## src/rtl/tlag_pkg.sv

```systemverilog
package tlag_pkg;

  // Position k in the advance chain -> tiling level number.
  // The spatial level is swept first; the rest follow in ascending order.
  function automatic int iter_level(input int k, input int sp);
    if (k == 0) return sp;
    if (k <= sp) return k - 1;
    return k;
  endfunction

  typedef enum logic {ORD_P_FAST = 1'b0, ORD_R_FAST = 1'b1} loop_order_e;

endpackage

```

## src/rtl/tlag_level.sv

```systemverilog
// One tiling level: a pair of digit counters with a selectable inner loop.
module tlag_level #(
  parameter int BW = 4
) (
  input  logic          clk,
  input  logic          rst,
  input  logic          clr,
  input  logic          adv,
  input  logic [BW-1:0] rb,
  input  logic [BW-1:0] pb,
  input  logic          perm,
  output logic [BW-1:0] r_idx,
  output logic [BW-1:0] p_idx,
  output logic          at_end
);
  import tlag_pkg::*;

  logic r_top, p_top;

  assign r_top  = (r_idx == rb - BW'(1));
  assign p_top  = (p_idx == pb - BW'(1));
  assign at_end = r_top & p_top;

  always_ff @(posedge clk) begin
    if (rst || clr) begin
      r_idx <= '0;
      p_idx <= '0;
    end else if (adv) begin
      if (loop_order_e'(perm) == ORD_P_FAST) begin
        if (p_top) begin
          p_idx <= '0;
          r_idx <= r_top ? '0 : r_idx + BW'(1);
        end else begin
          p_idx <= p_idx + BW'(1);
        end
      end else begin
        if (r_top) begin
          r_idx <= '0;
          p_idx <= p_top ? '0 : p_idx + BW'(1);
        end else begin
          r_idx <= r_idx + BW'(1);
        end
      end
    end
  end

endmodule

```

## src/rtl/tlag_compose.sv

```systemverilog
// Mixed-radix composition of per-level digits into one global index.
module tlag_compose #(
  parameter int NLVL = 4,
  parameter int BW   = 4,
  parameter int OW   = 6
) (
  input  logic [NLVL*BW-1:0] idx,
  input  logic [NLVL*BW-1:0] bnd,
  output logic [OW-1:0]      val
);
  localparam int PW = OW + BW;

  logic [OW-1:0] acc [NLVL];

  assign acc[NLVL-1] = OW'(idx[(NLVL-1)*BW +: BW]);

  for (genvar i = NLVL - 2; i >= 0; i--) begin : g_horner
    logic [PW-1:0] prod;
    assign prod   = PW'(acc[i+1]) * PW'(bnd[i*BW +: BW]);
    assign acc[i] = OW'(prod) + OW'(idx[i*BW +: BW]);
  end

  assign val = acc[0];

endmodule

```

## src/rtl/tlag_top.sv

```systemverilog
module tlag_top #(
  parameter int NLVL   = 4,
  parameter int BW     = 4,
  parameter int SP_LVL = 1,
  parameter int R_ENT  = 64,
  parameter int P_ENT  = 64,
  localparam int WA_W   = $clog2(R_ENT),
  localparam int OA_W   = $clog2(P_ENT),
  localparam int IA_W   = $clog2(R_ENT + P_ENT - 1),
  localparam int LANE_W = 2 * BW
) (
  input  logic               clk,
  input  logic               rst,
  input  logic               start,
  input  logic               stall,
  input  logic [NLVL*BW-1:0] cfg_r_bnd,
  input  logic [NLVL*BW-1:0] cfg_p_bnd,
  input  logic [NLVL-1:0]    cfg_perm,
  output logic               busy,
  output logic               done,
  output logic               cfg_err,
  output logic               o_vld,
  output logic [WA_W-1:0]    o_w_addr,
  output logic [IA_W-1:0]    o_i_addr,
  output logic [OA_W-1:0]    o_o_addr,
  output logic [LANE_W-1:0]  o_lane,
  output logic               o_first
);
  import tlag_pkg::*;

  // Latched configuration
  logic [NLVL*BW-1:0] rb_q, pb_q;
  logic [NLVL-1:0]    perm_q;
  logic               run_q;
  logic               last_q;

  logic cfg_zero;
  logic accept, reject, step;

  always_comb begin
    cfg_zero = 1'b0;
    for (int i = 0; i < NLVL; i++) begin
      if (cfg_r_bnd[i*BW +: BW] == '0 || cfg_p_bnd[i*BW +: BW] == '0)
        cfg_zero = 1'b1;
    end
  end

  assign busy   = run_q | o_vld;
  assign accept = start & ~busy & ~cfg_zero;
  assign reject = start & ~busy &  cfg_zero;
  assign step   = run_q & ~stall;

  // Level counters, chained in sweep order
  logic [NLVL*BW-1:0] r_idx, p_idx;
  logic [NLVL-1:0]    at_end;
  logic [NLVL:0]      carry;

  assign carry[0] = step;

  for (genvar k = 0; k < NLVL; k++) begin : g_lvl
    localparam int L = iter_level(k, SP_LVL);
    tlag_level #(.BW(BW)) u_lvl (
      .clk   (clk),
      .rst   (rst),
      .clr   (accept),
      .adv   (carry[k]),
      .rb    (rb_q[L*BW +: BW]),
      .pb    (pb_q[L*BW +: BW]),
      .perm  (perm_q[L]),
      .r_idx (r_idx[L*BW +: BW]),
      .p_idx (p_idx[L*BW +: BW]),
      .at_end(at_end[L])
    );
    assign carry[k+1] = carry[k] & at_end[L];
  end

  logic last_pt;
  assign last_pt = &at_end;

  // Global index composition
  logic [WA_W-1:0] r_glob;
  logic [OA_W-1:0] p_glob;

  tlag_compose #(.NLVL(NLVL), .BW(BW), .OW(WA_W)) u_rcomp (
    .idx(r_idx), .bnd(rb_q), .val(r_glob)
  );
  tlag_compose #(.NLVL(NLVL), .BW(BW), .OW(OA_W)) u_pcomp (
    .idx(p_idx), .bnd(pb_q), .val(p_glob)
  );

  logic [LANE_W-1:0] lane_c;
  assign lane_c = LANE_W'(r_idx[SP_LVL*BW +: BW]) * LANE_W'(pb_q[SP_LVL*BW +: BW])
                + LANE_W'(p_idx[SP_LVL*BW +: BW]);

  // Control and registered outputs
  always_ff @(posedge clk) begin
    if (rst) begin
      rb_q     <= '0;
      pb_q     <= '0;
      perm_q   <= '0;
      run_q    <= 1'b0;
      last_q   <= 1'b0;
      done     <= 1'b0;
      cfg_err  <= 1'b0;
      o_vld    <= 1'b0;
      o_w_addr <= '0;
      o_i_addr <= '0;
      o_o_addr <= '0;
      o_lane   <= '0;
      o_first  <= 1'b0;
    end else begin
      done <= 1'b0;
      if (accept) begin
        rb_q    <= cfg_r_bnd;
        pb_q    <= cfg_p_bnd;
        perm_q  <= cfg_perm;
        run_q   <= 1'b1;
        cfg_err <= 1'b0;
      end
      if (reject) cfg_err <= 1'b1;
      if (!stall) begin
        o_vld <= run_q;
        if (o_vld && last_q) done <= 1'b1;
        if (run_q) begin
          o_w_addr <= r_glob;
          o_o_addr <= p_glob;
          o_i_addr <= IA_W'(r_glob) + IA_W'(p_glob);
          o_lane   <= lane_c;
          o_first  <= (r_glob == '0);
          last_q   <= last_pt;
          if (last_pt) run_q <= 1'b0;
        end
      end
    end
  end

endmodule

```

## config.mk

```make
export PLATFORM = sky130hd
export DESIGN_NAME = tlag_top
export DESIGN_NICKNAME = d
export VERILOG_FILES = /design/src/rtl/tlag_pkg.sv /design/src/rtl/tlag_level.sv /design/src/rtl/tlag_compose.sv /design/src/rtl/tlag_top.sv
export SDC_FILE = /design/constraint.sdc
export NUM_CORES = 1
export LEC_CHECK = 0
export ABC_AREA = 1
export BUFFER_PORTS_ARGS = -buffer_cell sky130_fd_sc_hd__clkbuf_2
export CAP_MARGIN = 20
export CORE_MARGIN = 5
export CORE_UTILIZATION = 55
export DETAILED_ROUTE_END_ITERATION = 8
export PLACE_DENSITY = 0.73
export RECOVER_POWER = 100
export SLEW_MARGIN = 25
export SYNTH_ARGS = -nofsm -noshare
export SYNTH_HDL_FRONTEND = slang
export SYNTH_SLANG_ARGS = --single-unit
```

## constraint.sdc

```tcl
create_clock -name clk -period 20.6 [get_ports clk]
set_clock_uncertainty 0.2 [all_clocks]
set_input_delay 2.06 -clock clk [delete_from_list [all_inputs] [get_ports clk]]
set_output_delay 2.06 -clock clk [all_outputs]
set_load 0.02 [all_outputs]
```

### Word level (Yosys, flattened, before mapping)

Cells that the tools add are included.

| storage, ports and cells | value |
|---|---|
| bits in registers | 101 |
| bits of input ports | 40 |
| output and inout port bits | 32 |
| logic and storage cells | 145 |

| cells by class | value |
|---|---|
| add/subtract/negate cells | 24 |
| multipliers | 7 |
| equality and inequality tests | 12 |
| muxes and demuxes | 35 |
| bitwise gates (word level) | 15 |
| reductions and logical operators | 31 |

Operators with widths:

| kind | number |
|---|---|
| $mux 4 | 24 |
| $add 6x4->6 | 6 |
| $add 4x1->4 const B | 8 |
| $eq 4x4->1 | 8 |
| $logic_not 4->1 | 8 |
| $sub 4x1->4 const B | 8 |
| $mul 6x4->6 | 4 |
| $reduce_and 2->1 | 9 |
| $mul 4x4->6 | 2 |
| $and 1x1->1 | 11 |
| $mux 1 | 11 |
| $reduce_bool 2->1 | 5 |
| $add 8x4->8 | 1 |
| $mul 4x4->8 | 1 |
| $ne 2x1->1 const B | 4 |
| $add 6x6->7 | 1 |
| $logic_not 6->1 | 1 |
| $logic_or 1x1->1 | 5 |
| $reduce_and 4->1 | 1 |
| $not 1->1 | 3 |
| $reduce_or 2->1 | 1 |
| $logic_and 1x1->1 | 1 |
| $or 1x1->1 | 1 |

### Logic depth before layout (Yosys ltp)

Gate-level depths: netlist of the first run.

| logic depth | value |
|---|---|
| depth after elaboration | 12 |
| mapped depth | 42 |
| mapped depth without buffers | 41 |

### Modules after synthesis

From an unflattened synthesis of the first run, not the netlist that was laid out.

| second synthesis, totals | value |
|---|---|
| cell total of the unflattened synthesis | 1585 |
| area, all modules | 10299.9 um^2 |

By module, submodules not included:

| module | times used | cells each | area an instance (um^2) | seq. area each (um^2) |
|---|---|---|---|---|
| tlag_top | 1 | 548 | 3886.2 | 1381.3 |
| tlag_level | 4 | 130 | 772.0 | 160.2 |
| tlag_compose at u_pcomp | 1 | 261 | 1672.9 | 0.0 |
| tlag_compose at u_rcomp | 1 | 256 | 1652.8 | 0.0 |

### Worst setup path before layout of the first run

Ideal clock, no wire load.

| path | value |
|---|---|
| path type | reg-to-reg |
| from | register g_lvl[3].u_lvl.r_idx[0] |
| to | register o_i_addr[5] |
| setup time | 115 ps |
| data arrival time | 7339 ps |
| data required time | 20285 ps |
| path slack | 12945 ps |
| stages on the path, launching flop included | 34 |
| buffers on the path | 1 |
| clock period less this slack | 7655 ps |
| path through | dfxtp_1 -> clkbuf_1 -> nand2_1 -> inv_1 -> ha_1 -> ha_1 -> fa_1 -> fa_1 -> nand2_1 -> fa_1 -> inv_1 -> fa_1 -> inv_1 -> fa_1 -> inv_1 -> ha_1 -> nand2_1 -> nand2_1 -> nor2_1 -> fa_1 -> fa_1 -> ha_1 -> ha_1 -> a21oi_1 -> nand3b_1 -> nand3_1 -> nand2_1 -> inv_1 -> nand2_1 -> nand2_1 -> ha_1 -> xor2_1 -> o21ai_0 -> inv_1 |

| on the way | value |
|---|---|
| longest elaborated chain between the ends | 7 |

RTL lines:

| element | RTL line | RTL |
|---|---|---|
| from (decl) | tlag_level.sv:12 | `output logic [BW-1:0] r_idx,` |
| from (signal assigned) | tlag_level.sv:32 | `r_idx <= r_top ? '0 : r_idx + BW'(1);` |
| from (signal assigned) | tlag_level.sv:41 | `r_idx <= r_idx + BW'(1);` |
| $mul 4x4->6 | tlag_compose.sv:19 | `assign prod = PW'(acc[i+1]) * PW'(bnd[i*BW +: BW]);` |
| $add 6x4->6 | tlag_compose.sv:20 | `assign acc[i] = OW'(prod) + OW'(idx[i*BW +: BW]);` |
| $mul 6x4->6 | tlag_compose.sv:19 |  |
| $add 6x4->6 | tlag_compose.sv:20 |  |
| $mul 6x4->6 | tlag_compose.sv:19 |  |
| $add 6x4->6 | tlag_compose.sv:20 |  |
| net r_glob[5] | tlag_top.sv:81 | `logic [WA_W-1:0] r_glob;` |
| $add 6x6->7 | tlag_top.sv:127 | `o_i_addr <= IA_W'(r_glob) + IA_W'(p_glob);` |
| to (signal assigned) | tlag_top.sv:127 |  |
| to (decl) | tlag_top.sv:24 | `output logic [IA_W-1:0] o_i_addr,` |

The timed path passes the listed nets, and every way through them passes these cells.
A chain may end at the register's enable or synchronous reset.

### Final worst setup path of the first run

| path | value |
|---|---|
| from | register g_lvl[3].u_lvl.p_idx[0] |
| to | register o_i_addr[5] |

| on the way | value |
|---|---|
| longest elaborated chain between the ends | 7 |

RTL lines:

| element | RTL line | RTL |
|---|---|---|
| from (decl) | tlag_level.sv:13 | `output logic [BW-1:0] p_idx,` |
| from (signal assigned) | tlag_level.sv:34 | `p_idx <= p_idx + BW'(1);` |
| from (signal assigned) | tlag_level.sv:39 | `p_idx <= p_top ? '0 : p_idx + BW'(1);` |
| $mul 4x4->6 | tlag_compose.sv:19 |  |
| $add 6x4->6 | tlag_compose.sv:20 |  |
| $mul 6x4->6 | tlag_compose.sv:19 |  |
| $add 6x4->6 | tlag_compose.sv:20 |  |
| $mul 6x4->6 | tlag_compose.sv:19 |  |
| $add 6x4->6 | tlag_compose.sv:20 |  |
| net p_glob[5] | tlag_top.sv:82 | `logic [OA_W-1:0] p_glob;` |
| $add 6x6->7 | tlag_top.sv:127 |  |

The timed path passes the listed nets, and every way through them passes these cells.

==> results of run 1 <==
==> logic make-up (layout without fill, tap and decap cells) <==
| kind of cell | Yosys count | after routing | share of synthesized area |
|---|---|---|---|
| AND/OR/NAND/NOR | 500 | 500 | 0.245 |
| buffers and inverters | 282 | 330 | 0.122 |
| AO/OA/AOI/OAI | 165 | 165 | 0.0985 |
| adder cells (fa/ha/maj) | 147 | 147 | 0.247 |
| flip-flops | 101 | 101 | 0.227 |
| XOR/XNOR | 61 | 61 | 0.0608 |
==> metrics by stage <==
step	util	power, uW	setup WS, ns	instance area [um^2]	hold slack [ns]
3_5_place_dp	0.590	312	12.62	9380	0.224
3_3_place_gp	0.590	311	12.75	9380	0.218
4_1_cts	0.611	500	12.57	9700	0.235
5_1_grt	0.604	519	12.09	9590	0.261
6_report	0.604	497	12.56	9590	0.230
2_1_floorplan	-	286	12.95	8900	0.211
==> cell type report <==
cell class                 instances  area [um^2]
inverter                         241          905
sequential                       101         2020
clock buffer                      10          239
timing repair buffer              74          328
clock inverter                     5         85.1
fill                            1552         6290
tap                              216          270
multi-input combinational        873         5740
==> report_power, final <==
group          switching [uW]  internal (uW)  total, uW
sequential               15.7            208        223
combinational            52.1           31.0       83.0
clock                    80.6            110        190
==> placed cells by master (no fill, tap or decap), types with 7 or more instances in the layout <==
cell type / instances
nand2_1: 263
inv_1: 235
nor3_1: 16
nor2_1: 104
ha_1: 99
clkbuf_2: 37
o21ai_0: 76
clkbuf_16: 9
nand4_1: 11
dfxtp_1: 101
nand3_1: 69
nor4_1: 9
or2_2: 7
fa_1: 48
clkbuf_1: 36
a21oi_1: 75
xor2_1: 29
xnor2_1: 31
==> path summary, 6_finish.rpt <==
kind	from	endpoint	slack, ns	cells after the start
max	g_lvl[3].u_lvl.p_idx[0]	o_i_addr[5]	12.56	34
min	last_q	done	0.23	2
max reg2reg	g_lvl[3].u_lvl.p_idx[0]	o_i_addr[5]	12.56	34
min reg2reg	last_q	done	0.23	2
==> layer usage <==
layer	vias up	GRT usage	wire, um
li1	4014	-	-
met5	-	0	0
met3	29	0.0435	1000
met2	171	0.380	9460
met4	0	0.0704	485
met1	3498	0.289	9430
==> state kept, by name, summed over array words and instances (netlist names), 6 cells and up <==
name	cells
g_lvl.u_lvl.p_idx	16
pb_q	16
g_lvl.u_lvl.r_idx	16
o_lane	8
o_i_addr	7
o_w_addr	6
rb_q	16
o_o_addr	6
==> worst max-delay path, delay by kind of cell, from the launching register on <==
kind	cells	cell delay [ns]
adder cells (fa/ha/maj)	12	5.14
AND/OR/NAND/NOR	10	0.96
flip-flops	1	0.50
buffers and inverters	8	0.42
XOR/XNOR	2	0.37
AO/OA/AOI/OAI	2	0.33
==> key figures, run 1 <==
STA
  – RSZ-0062 raised after global routing: false
  – Hold Violations, Final: 0
  – Setup tns final: 0 ns
  – Slew @ Worst Pin: 2.50 ns
  – Tmin final: 8.04 ns
  – Final setup fails: 0
  – Max Fclk: 124 MHz
  – Slew margin rel.: -0.668
  – Fin. max-slew vios: 106
  – Period utilization: 0.390

Clocking
  – Setup Fix Bufs, Post-CTS: 0
  – Total CTS buffers: 9
  – Clk Latency, worst-skew pair: 0.36 ns
  – Worst-path clk slew: 0.07 ns
  – Root Buffer: clkbuf_16
  – Sink Count: 101
  – H-tree depth: 3
  – Deepest clock path buffer count: 2
  – CTS tree: built
  – Post-CTS sizing: 0
  – Hold_buf cts: 0

Run status
  – Failing checks: max-capacitance violations, max-slew violations
  – Status: finished, violations left

Finish
  – Non-Filler Instances: 1,520
  – Layout cells sized above 1: 0.0567
  – Area growth, synth to finish: 7.74%
  – # diodes: 0
  – Final net count: 1,487

GRT
  – Initial antenna violation count: 0
  – Tot GR Track Use: 0.224
  – First-pass GRT wire length: 33.7 mm
  – Number of global-route vias before repair: 7,200
  – Overflow after GRT: 0
  – Largest net degree at the start of global routing: 63

Critical path
  – Worst-path fanout max: 9
  – CP dominant cell by count: inv_1
  – Worst path max stage delay: 0.56 ns
  – Crit path max-delay cell type: fa_1
  – Critical Path End Type: flop
  – WP data arrival: 8.09 ns
  – Critical Path RT: 20.65 ns
  – Startpoint Class: flop
  – WS Path Type: flop to flop

Yosys
  – Cell variety after synth: 47
  – Yosys reg bits: 101
  – Post-synth ARST share: 0
  – Most area-consuming cells after synthesis: dfxtp_1, ha_1, nand2_1
  – Leading area contributor after synthesis: dfxtp_1
  – Synth warn: 0
  – Most common library cells after synthesis: nand2_1, inv_1, nor2_1, dfxtp_1, ha_1
  – Area share of the largest cell type after synthesis: 0.227
  – Main synth FF type: dfxtp_1
  – Top-count cell post-synth: nand2_1
  – Avg Inst Size Synth: 7.09 um^2
  – Syn nets: 1,443
  – Sequential element share of the synthesized area: 0.227
  – Cell count after synthesis: 1,256
  – Synth Cell Area: 0.00890 mm^2
  – Post-synth EDFFs: 0

Routing
  – Initial DRC Count: 387
  – ANT nets after route: 0
  – Avg Vias per Cell: 5.07
  – First-pass DRT Iterations: 5
  – Drt wl/cell: 13.4 um
  – Via count: 7,712
  – DRT Wirelength: 20.4 mm
  – Drt drc: 0

Floorplan
  – Core area: 0.0159 mm^2
  – Die H: 137 um
  – Initial Utilization: 0.560
  – # IOs: 72
  – Rows: 46
  – Die boundary width: 137 um
  – DIE AREA: 0.0188 mm^2

Placement
  – # port buffers: 71
  – Final HPWL DP: 15.7 mm
  – GP Congestion: 0.865
  – Inst Count DP: 1,505

Pwr
  – Cell area power density: 51.8 mW/mm^2
  – Leakage power: 0.00521 uW
  – Worst vdd ir: 0.0000546 V

Flow run
  – Max-Cap Viols: 2

Worst hold path
  – Hold Crit Class: flop to flop
Note: power is estimated with default switching activity, not from simulation.
==> inputs of run 2 (changes only) <==
==> constraint.sdc (replaced) <==
create_clock -name clk -period 7.7 [get_ports clk]
set_clock_uncertainty 0.2 [all_clocks]
set_input_delay 0.77 -clock clk [delete_from_list [all_inputs] [get_ports clk]]
set_output_delay 0.77 -clock clk [all_outputs]
set_load 0.02 [all_outputs]
==> run 2 against run 1 <==
  * Sequential share of layout area is 0.79 points lower
  * Critical path depth decreased by 1
  * Power grew to 2.6 times the previous value
  * Critical path type unchanged
  * Clock power rose by 140%
  * Die area did not move
  * Highest routed layer unchanged
  * Wire length increased by 5.9%
  * Cell count rose by 1.7%
  * First-iteration DRC count decreased by 10%
  * Global-route usage is 0.84 points higher
  * Largest cell class unchanged
  * Sequential power grew to 2.7 times the previous value
  * Worst setup slack lost 12 ns
  * The run still ends with max-capacitance violations, max-slew violations left
  * Utilization increased by 2.7 points
==> key figures, run 2 (synthesis gave the netlist of run 1 again) <==
Critical path
  – Critical Path End Type: flop
  – Worst path max stage delay: 0.57 ns
  – WS Path Type: flop to flop
  – WP data arrival: 7.47 ns
  – Startpoint Class: flop
  – CP dominant cell by count: fa_1
  – Worst r2r dst: o_i_addr[5]
  – R2R Path Start: g_lvl[3].u_lvl.r_idx[0]
  – Crit path max-delay cell type: fa_1
  – R2R cell count: 33
  – Critical Path RT: 7.76 ns
  – FF-to-FF setup slack: 0.29 ns
  – Worst-path fanout max: 4
  – Family with the most delay on the worst path: adder cells
  – CP Buf/Inv Count: 6

GRT
  – Tot GR Track Use: 0.233
  – First-pass GRT wire length: 35.0 mm
  – Number of global-route vias before repair: 7,598
  – GRT busiest layer: met2
  – Overflow after GRT: 0
  – Largest net degree at the start of global routing: 63
  – GRT met3 Usage: 0.0438
  – Initial antenna violation count: 0
  – Met2 Use GR: 0.401
  – Met1 Usage GRT: 0.295

Placement
  – # port buffers: 71
  – Inst Count DP: 1,527
  – Final HPWL DP: 16.3 mm
  – GP Congestion: 0.889

Routing
  – Via count: 8,025
  – Initial DRC Count: 348
  – Avg Vias per Cell: 5.19
  – ANT nets after route: 0
  – Drt drc: 0
  – First-pass DRT Iterations: 5
  – Drt wl/cell: 14.0 um
  – DRT Wirelength: 21.6 mm

STA
  – Slew @ Worst Pin: 2.64 ns
  – Hold Violations, Final: 0
  – Tmin final: 7.41 ns
  – Slew margin rel.: -0.757
  – Period utilization: 0.962
  – Max Fclk: 135 MHz
  – Fin. max-slew vios: 111
  – Final setup fails: 0

Clocking
  – Worst-path clk slew: 0.07 ns
  – CTS tree: built
  – Sink Count: 101
  – Deepest clock path buffer count: 2
  – Total CTS buffers: 9
  – H-tree depth: 3
  – Clk Latency, worst-skew pair: 0.36 ns
  – Root Buffer: clkbuf_16

Run status
  – Status: finished, violations left
  – Failing checks: max-capacitance violations, max-slew violations

Finish
  – Area growth, synth to finish: 12.5%
  – # diodes: 0
  – Most common cell after layout, fill and taps aside: nand2_1
  – Non-Filler Instances: 1,546
  – Fillcell total: 1,459
  – Layout cells sized above 1: 0.108
  – Final net count: 1,512
  – Most frequent cells in the layout: nand2_1, inv_1, nor2_1

Pwr
  – Int Pwr: 866 uW
  – P_sw: 413 uW
  – Seq pwr share: 0.466
  – Cell area power density: 128 mW/mm^2
  – Combinational power share: 0.181
  – Clock share of power: 0.353
  – Total power: 1280 uW
  – Leakage power: 0.00525 uW
  – Switching fraction of total power: 0.323
  – Worst vdd ir: 0.000132 V

Floorplan
  – Core area: 0.0159 mm^2
  – DIE AREA: 0.0188 mm^2
  – Die boundary width: 137 um
  – Initial Utilization: 0.560
  – # IOs: 72
  – Rows: 46
  – Die H: 137 um

Flow run
  – Max-Cap Viols: 2

Worst hold path
  – Hold Crit Class: flop to flop
  – HP Start: last_q
  – WHS Path Cells: 2
  – Worst Hold End: done
==> run 2: changes by cell type in the layout (fill, tap and decap cells not counted), sizes merged <==
cell / before / now
bufinv: 2 / 0
buf: 1 / 22
clkinv: 4 / 3
inv: 239 / 241
clkbuf: 83 / 86
clkinvlp: 1 / 4
==> run 2: how the worst max path moves through the flow <==
stage | startpoint | to | slack [ns] | depth (start not counted)
2_1_floorplan | g_lvl[3].u_lvl.r_idx[0] | o_i_addr[5] | 0.05 | 33
3_3_place_gp | g_lvl[3].u_lvl.p_idx[1] | o_i_addr[5] | 0.05 | 33
3_5_place_dp | g_lvl[3].u_lvl.r_idx[0] | o_i_addr[5] | -0.07 | 33
4_1_cts | g_lvl[3].u_lvl.r_idx[0] | o_i_addr[5] | 0.03 | 36
5_1_grt | pb_q[10] | o_i_addr[4] | -0.06 | 29
6_report | g_lvl[3].u_lvl.r_idx[0] | o_i_addr[5] | 0.29 | 33
==> run 2: worst reg2reg max path, delay by kind of cell, from the launching register on <==
family                   cells  cell delay, ns
adder cells (fa/ha/maj)     13            5.01
buffers and inverters        6            0.37
AND/OR/NAND/NOR             11            1.02
XOR/XNOR                     1            0.16
flip-flops                   1            0.37
AO/OA/AOI/OAI                2            0.19
==> run 2: through the flow <==
step	worst slack [ns]	area, um^2	util	TNS, ns	hold WS [ns]
floorplan	0.0453	8900	-	0	0.211
global placement	0.0541	9540	0.601	0	0.219
detailed placement	-0.0651	9540	0.601	-0.0651	0.221
CTS	0.0277	9860	0.621	0	0.234
global route	-0.0610	10000	0.631	-0.0939	0.279
finish	0.292	10000	0.631	0	0.236
==> run 2: layout make-up <==
type / count / area (um^2) / area share
well taps: 216 / 270 / 0.0270
clock buffers: 9 / 225 / 0.0225
multi-input cells: 873 / 6020 / 0.601
clock inverters: 7 / 58.8 / 0.00587
repair buffers: 99 / 503 / 0.0502
flip-flops and latches: 101 / 2030 / 0.203
inverters: 241 / 905 / 0.0903
==> run 2: timing repair <==
action                                  CTS  global route
endpoints found under the setup margin    1             3
setup buffers                             0             3
cloned                                    0             0
pin swaps                                 9            29
gates resized for setup                  10            38
hold buffers                              0             0
==> run 2: power groups by stage <==
stage	combinational [uW]	clock, uW	sequential (uW)
5_1_grt	259	481	601
6_report	231	451	596
3_5_place_dp	233	0	607
2_1_floorplan	164	0	601
3_3_place_gp	229	0	607
4_1_cts	235	460	595
==> run 2: layer usage <==
metal	vias to the layer above	routed length, um
met5	-	0
met4	0	487
met3	38	1070
met2	207	10600
met1	3715	9460
li1	4065	-
